### src/rtl/wake_sig_pkg.sv
package wake_sig_pkg;

    localparam int REG_W       = 6;
    localparam int BIT_PIN_EN  = 0;
    localparam int BIT_POL_HI  = 1;
    localparam int BIT_LEVEL   = 2;
    localparam int BIT_STATUS  = 3;
    localparam int BIT_PUSHPL  = 4;
    localparam int BIT_WAKE_EN = 5;

    typedef enum logic [1:0] {
        ST_IDLE  = 2'd0,
        ST_PULSE = 2'd1,
        ST_HOLD  = 2'd2
    } wake_state_e;

    typedef struct packed {
        logic wake_en;
        logic push_pull;
        logic level_mode;
        logic active_high;
        logic pin_en;
    } wake_cfg_t;

endpackage

### src/rtl/wake_cfg_regs.sv
module wake_cfg_regs
    import wake_sig_pkg::*;
(
    input  logic             clk,
    input  logic             rst_n,
    input  logic             evt_accept,
    input  logic             reg_wr,
    input  logic [REG_W-1:0] reg_wdata,
    output wake_cfg_t        cfg,
    output logic             status,
    output logic [REG_W-1:0] reg_rdata
);

    logic status_clr;

    assign status_clr = reg_wr && reg_wdata[BIT_STATUS];

    always_ff @(posedge clk or negedge rst_n) begin
        if (!rst_n) begin
            cfg <= '0;
        end else if (reg_wr) begin
            cfg.pin_en      <= reg_wdata[BIT_PIN_EN];
            cfg.active_high <= reg_wdata[BIT_POL_HI];
            cfg.level_mode  <= reg_wdata[BIT_LEVEL];
            cfg.push_pull   <= reg_wdata[BIT_PUSHPL];
            cfg.wake_en     <= reg_wdata[BIT_WAKE_EN];
        end
    end

    // set has priority over a simultaneous clear
    always_ff @(posedge clk or negedge rst_n) begin
        if (!rst_n) begin
            status <= 1'b0;
        end else if (evt_accept) begin
            status <= 1'b1;
        end else if (status_clr) begin
            status <= 1'b0;
        end
    end

    always_comb begin
        reg_rdata              = '0;
        reg_rdata[BIT_PIN_EN]  = cfg.pin_en;
        reg_rdata[BIT_POL_HI]  = cfg.active_high;
        reg_rdata[BIT_LEVEL]   = cfg.level_mode;
        reg_rdata[BIT_STATUS]  = status;
        reg_rdata[BIT_PUSHPL]  = cfg.push_pull;
        reg_rdata[BIT_WAKE_EN] = cfg.wake_en;
    end

    // accepted event always sets status
    a_r2_event_sets: assert property (@(posedge clk) disable iff (!rst_n)
        evt_accept |=> status);

    // without an accepted event a clear status stays clear
    a_r3_no_spurious_set: assert property (@(posedge clk) disable iff (!rst_n)
        (!status && !evt_accept) |=> !status);

    // write-one clears when no event competes
    a_r6_w1c: assert property (@(posedge clk) disable iff (!rst_n)
        (reg_wr && reg_wdata[BIT_STATUS] && !evt_accept) |=> !status);

    // writing zero to status keeps it
    a_r6_w0_keep: assert property (@(posedge clk) disable iff (!rst_n)
        (status && !(reg_wr && reg_wdata[BIT_STATUS])) |=> status);

endmodule

### src/rtl/wake_pulse_timer.sv
module wake_pulse_timer #(
    parameter int CYCLES = 4
) (
    input  logic clk,
    input  logic rst_n,
    input  logic load,
    input  logic dec,
    output logic done
);

    localparam int CW = $clog2(CYCLES + 1);
    localparam logic [CW-1:0] RELOAD = CW'(CYCLES - 1);

    logic [CW-1:0] cnt;

    always_ff @(posedge clk or negedge rst_n) begin
        if (!rst_n) begin
            cnt <= '0;
        end else if (load) begin
            cnt <= RELOAD;
        end else if (dec && cnt != '0) begin
            cnt <= cnt - 1'b1;
        end
    end

    assign done = (cnt == '0);

    // counter never exceeds the pulse length
    a_r4_cnt_bound: assert property (@(posedge clk) disable iff (!rst_n)
        cnt <= RELOAD);

    // a (re)start always reloads the full count
    a_r10_reload: assert property (@(posedge clk) disable iff (!rst_n)
        load |=> (cnt == RELOAD));

endmodule

### src/rtl/wake_fsm.sv
module wake_fsm
    import wake_sig_pkg::*;
(
    input  logic        clk,
    input  logic        rst_n,
    input  logic        evt_accept,
    input  wake_cfg_t   cfg,
    input  logic        status,
    input  logic        timer_done,
    output logic        timer_load,
    output logic        timer_dec,
    output logic        sig_active
);

    wake_state_e state, state_nx;
    logic        release_req;
    logic        start;

    assign release_req = !status || !cfg.wake_en || !cfg.pin_en;
    assign start       = evt_accept && cfg.pin_en;

    always_comb begin
        state_nx = state;
        unique case (state)
            ST_IDLE: begin
                if (start)
                    state_nx = cfg.level_mode ? ST_HOLD : ST_PULSE;
            end
            ST_PULSE: begin
                if (release_req)
                    state_nx = ST_IDLE;
                else if (start)
                    state_nx = cfg.level_mode ? ST_HOLD : ST_PULSE;
                else if (timer_done)
                    state_nx = ST_IDLE;
            end
            ST_HOLD: begin
                if (release_req)
                    state_nx = ST_IDLE;
                else if (start)
                    state_nx = cfg.level_mode ? ST_HOLD : ST_PULSE;
            end
            default: state_nx = ST_IDLE;
        endcase
    end

    always_ff @(posedge clk or negedge rst_n) begin
        if (!rst_n)
            state <= ST_IDLE;
        else
            state <= state_nx;
    end

    always_comb begin
        timer_load = 1'b0;
        timer_dec  = 1'b0;
        sig_active = 1'b0;
        unique case (state)
            ST_IDLE: begin
                timer_load = start && !cfg.level_mode;
            end
            ST_PULSE: begin
                timer_load = !release_req && start && !cfg.level_mode;
                timer_dec  = 1'b1;
                sig_active = !release_req;
            end
            ST_HOLD: begin
                timer_load = !release_req && start && !cfg.level_mode;
                sig_active = !release_req;
            end
            default: ;
        endcase
    end

    // a hold persists while nothing releases or converts it
    a_r5_hold_stays: assert property (@(posedge clk) disable iff (!rst_n)
        (state == ST_HOLD && !release_req && !(start && !cfg.level_mode))
        |=> (state == ST_HOLD));

    // a release condition always ends the active state
    a_r7_release: assert property (@(posedge clk) disable iff (!rst_n)
        (state != ST_IDLE && release_req) |=> (state == ST_IDLE));

endmodule

### src/rtl/wake_signal_ctrl.sv
module wake_signal_ctrl
    import wake_sig_pkg::*;
#(
    parameter int CLK_HZ   = 50_000_000,
    parameter int PULSE_MS = 50
) (
    input  logic             clk,
    input  logic             rst_n,
    input  logic             wake_evt,
    input  logic             reg_wr,
    input  logic [REG_W-1:0] reg_wdata,
    output logic [REG_W-1:0] reg_rdata,
    output logic             irq_flag,
    output logic             pad_oe,
    output logic             pad_out
);

    localparam int PULSE_CYC_RAW = (CLK_HZ / 1000) * PULSE_MS;
    localparam int PULSE_CYC     = (PULSE_CYC_RAW < 1) ? 1 : PULSE_CYC_RAW;

    wake_cfg_t cfg;
    logic      status;
    logic      evt_accept;
    logic      timer_load, timer_dec, timer_done;
    logic      sig_active;

    assign evt_accept = wake_evt && cfg.wake_en;

    wake_cfg_regs u_regs (
        .clk        (clk),
        .rst_n      (rst_n),
        .evt_accept (evt_accept),
        .reg_wr     (reg_wr),
        .reg_wdata  (reg_wdata),
        .cfg        (cfg),
        .status     (status),
        .reg_rdata  (reg_rdata)
    );

    wake_pulse_timer #(.CYCLES(PULSE_CYC)) u_timer (
        .clk   (clk),
        .rst_n (rst_n),
        .load  (timer_load),
        .dec   (timer_dec),
        .done  (timer_done)
    );

    wake_fsm u_fsm (
        .clk        (clk),
        .rst_n      (rst_n),
        .evt_accept (evt_accept),
        .cfg        (cfg),
        .status     (status),
        .timer_done (timer_done),
        .timer_load (timer_load),
        .timer_dec  (timer_dec),
        .sig_active (sig_active)
    );

    assign irq_flag = status;

    always_comb begin
        pad_oe  = 1'b0;
        pad_out = 1'b0;
        if (cfg.pin_en) begin
            if (cfg.push_pull) begin
                pad_oe  = 1'b1;
                pad_out = sig_active ? cfg.active_high : !cfg.active_high;
            end else begin
                pad_oe  = sig_active;
                pad_out = 1'b0;
            end
        end
    end

    // open-drain never drives high
    a_r8_od_low: assert property (@(posedge clk) disable iff (!rst_n)
        (!cfg.push_pull && pad_oe) |-> !pad_out);

    // disabled pin stays quiet
    a_r11_pin_off: assert property (@(posedge clk) disable iff (!rst_n)
        !cfg.pin_en |-> (!pad_oe && !pad_out));

    // push-pull keeps the driver on
    a_r9_pp_drive: assert property (@(posedge clk) disable iff (!rst_n)
        (cfg.push_pull && cfg.pin_en) |-> pad_oe);

    // once status falls the signal is released
    a_r6_status_release: assert property (@(posedge clk) disable iff (!rst_n)
        !status |-> !sig_active);

endmodule

### config.mk
export PLATFORM = sky130hd
export DESIGN_NAME = wake_signal_ctrl
export DESIGN_NICKNAME = d
export VERILOG_FILES = /design/src/rtl/wake_sig_pkg.sv /design/src/rtl/wake_cfg_regs.sv /design/src/rtl/wake_pulse_timer.sv /design/src/rtl/wake_fsm.sv /design/src/rtl/wake_signal_ctrl.sv
export SDC_FILE = /design/constraint.sdc
export NUM_CORES = 1
export LEC_CHECK = 0
export BUFFER_PORTS_ARGS = -buffer_cell sky130_fd_sc_hd__buf_4
export CAP_MARGIN = 10
export CORE_MARGIN = 3
export CORE_UTILIZATION = 54
export DETAILED_ROUTE_END_ITERATION = 12
export PLACE_DENSITY_LB_ADDON = 0.05
export SKIP_LAST_GASP = 1
export SLEW_MARGIN = 0
export SYNTH_ARGS = -nofsm -noshare
export SYNTH_HDL_FRONTEND = slang
export SYNTH_HIERARCHICAL = 1
export SYNTH_SLANG_ARGS = --single-unit
export TNS_END_PERCENT = 50
### constraint.sdc
create_clock -name clk -period 2.8 [get_ports clk]
set_input_delay 0.56 -clock clk [delete_from_list [all_inputs] [get_ports clk]]
set_output_delay 0.56 -clock clk [all_outputs]
set_load 0.1 [all_outputs]
==> flow_summary_export.csv <==
group,metric,value,unit
outcome,status,"complete, no violations",
die,num_io_pins,19,
pwr,p_int,0.8338,mW
die,fp.dieArea,4245,µm²
logic_synthesis,seq_area_frac_synth,39.74,%
logic_synthesis,yosys_warnings,6,
worst_setup_path,cp_max_fo,5,
worst_setup_path,regToRegEndpoint,"u_timer/cnt[11]",
worst_setup_path,startpoint_type,"flip-flop",
pwr,p_clk_share,19.4,%
finish,layout_common_cells,"dfrtp_1 (30), buf_4 (19), nor2_1 (18)",
route,drt_iter0_drc,112,
cts,post_cts_buffers,0,
cts,clk_latency,0.34,ns
logic_synthesis,synth_top_area_share,39.74,%
finish,fin_cells,249,
die,floorplan.rows,20,
logic_synthesis,synthMuxAreaShare,6.159,%
global_routing,grt_overflow,0,
job,cap_violations,0,
finish,area_growth,10.20,%
placement,place_ws,0.5315,ns
route,wire_per_inst,14.99,µm
die,initial_utilization,58.98,%
logic_synthesis,synth_area,1889,µm²
worst_setup_path,r2r_setup_slack,0.56,ns
route,vias_per_cell,5.871,
placement,hpwl,2.704,mm
cts,htreeDepth,2,
pwr,p_leak,0.8033,nW
worst_setup_path,endpoint_kind,"primary output",
finish,final_util,65.00,%
finish,layout-drive-gt1-share,24.39,%
worst_setup_path,crit_arrival,2.09,ns
finish,fillCellCount,281,
route,antenna_left,0,
sta,max_freq,377.3,MHz
logic_synthesis,ys_ff_latch,30,
pwr,combPwrFrac,35.4,%
die,die_h,65.15,µm
sta,finalSetupViolations,0,
cts,clk_path_buf_depth,2,
sta,fin_crit_sh,94.67,%
cts,cts_hold_buf,0,
logic_synthesis,ys_types,51,
logic_synthesis,syn-num-nets,206,
pwr,total_power,1.446,mW
sta,slew_headroom,64.25,%
logic_synthesis,synthCells,191,
sta,fin_tns_setup,0,ns
finish,design_area,2082,µm²
sta,hold_ws,0.1275,ns
sta,rsz0062_at_grt,"false",
cts,cts_tree,"built",
pwr,p_switching,0.6127,mW
route,drc_errors,0,
placement,gp_congestion,0.7980,
worst_setup_path,r2r-start,"u_timer/cnt[2]",
global_routing,grt_pass1_vias,1494,
logic_synthesis,synth_compound_area_share,12.58,%
cts,clkTransAtPathRegs,0.11,ns
route,wirelength,3.733,mm
die,core,3203,µm²
global_routing,grt_antenna_before_repair,0,
finish,nets,219,
route,drt-pass1-iter-count,4,
route,num_vias,1462,
cts,cts.sinks,30,
finish,diodes,0,
logic_synthesis,synth_xor_area_share,4.172,%
pwr,switching_share,42.36,%
min_path,hold_class,"in -> async",
worst_setup_path,ff2ff_path_depth,4,
logic_synthesis,synth_adder_area_share,3.311,%
worst_setup_path,critPathKind,"reg -> out",
sta,drv_slew,0,
sta,worst_slack,0.1493,ns
global_routing,grt.total_usage,20.09,%
placement,placed_area,2018,µm²
die,die_x,65.15,µm
global_routing,grt_pass1_wl,6.796,mm
logic_synthesis,ys_top_cells_by_area,"dfrtp_1 (40%), mux2_4 (4.0%), nor2_1 (3.6%)",
pwr,vdd_drop_max,490.1,µV
sta,worst_slew_pin_slew,0.5306,ns
logic_synthesis,postSynthAreaPerCell,9.892,µm²
sta,hold_violations,0,
worst_setup_path,worstPathRequired,2.24,ns
global_routing,grt_max_degree,31,
logic_synthesis,synth_top_family_by_area,"simple AND/OR/NAND/NOR gates",
logic_synthesis,synth_area_leader_cell,"dfrtp_1",
cts,cts_resized,0,
cts,root_buffer,"clkbuf_4",
placement,port-buffer-count,18,
logic_synthesis,synthSimpleGateAreaFrac,28.48,%
sta,period_needed,2.651,ns
cts,cts_inserted_buffers,5,
placement,place_inst,241,
pwr,seq_power_share,45.2,%
pwr,power_density,694.7,nW/µm²
finish,layout.cells.most_common,"dfrtp_1",
sta,skew,0.01395,ns
-- flip-flops by register name (all words and copies together), names as in the netlist --
register,cells
u_fsm/state,2
u_regs/status,1
u_timer/cnt,22
u_regs/cfg,5
-- cells in the mapped netlist, drive strengths merged --
library cell / instances
a311oi: 1
nand3b: 3
a2111oi: 1
buf: 8
mux2i: 3
mux2: 6
o2111ai: 3
or4b: 1
ha: 5
and4: 1
a31oi: 1
a21oi: 9
nor3b: 1
nor2: 18
or4: 3
xnor2: 2
nand2: 13
dfrtp: 30
o31ai: 3
nand4: 3
nor3: 6
nand2b: 6
nor4: 11
nor2b: 4
or3: 8
o41ai: 1
o211ai: 2
o31a: 2
inv: 6
a21o: 1
a22o: 1
and3: 1
and2: 2
o21a: 1
o21ai: 7
clkbuf: 5
or2: 1
xor2: 7
nor4b: 1
nand3: 3
-- worst max path at each step --
stage	from	to	slack [ns]
floorplan	u_regs/status	pad_oe	0.13
global placement	u_fsm/state[0]	pad_out	0.56
detailed placement	u_fsm/state[0]	pad_out	0.53
CTS	u_fsm/state[0]	pad_out	0.14
global route	u_fsm/state[0]	pad_out	0.02
finish	u_fsm/state[0]	pad_out	0.15
-- power groups by stage --
stage,logic (mW),clock network (mW),registers (mW)
after floorplan,0.417,0,0.638
after global placement,0.493,0,0.652
after detailed placement,0.513,0,0.658
after CTS,0.513,0.286,0.652
after global routing,0.565,0.311,0.672
final,0.512,0.281,0.654
-- routing by layer --
| layer | routed length, µm | vias up | global-route usage [%] |
|---|---|---|---|
| li1 | - | 717 | - |
| met1 | 1773 | 718 | 25.98 |
| met2 | 1785 | 25 | 33.33 |
| met3 | 156 | 2 | 4.957 |
| met4 | 18 | 0 | 5.959 |
| met5 | 0 | - | 0 |
-- worst max-delay path: stages (launching register included) --
cell and delay, ns:
dfrtp_1 0.44, inv_1 0.08, ha_1 0.35, inv_1 0.05, nor2_1 0.21, xnor2_1 0.14, and3_2 0.19, buf_4 0.28
-- cells by family (layout without fill, tap and decap cells) --
group / after synthesis / in the layout
AOI/OAI and AO/OA: 33 / 33
xor gates and xnor gates: 9 / 9
adders and majority gates: 5 / 5
buffers and inverters: 19 / 33
DFF: 30 / 30
muxes: 9 / 9
and+or+nand+nor: 86 / 86
-- final cells by class --
type	count	area, µm²	area share, %
Clock buffer	6	51.30	2.464
Clock inverter	2	12.51	0.6010
Inverter	6	22.52	1.082
Multi-Input combinational cell	142	1047	50.30
Sequential cell	30	750.7	36.06
Tap cell	44	55.05	2.644
Timing Repair Buffer	19	142.6	6.851
No activity file was read; power rests on OpenSTA's default activity.
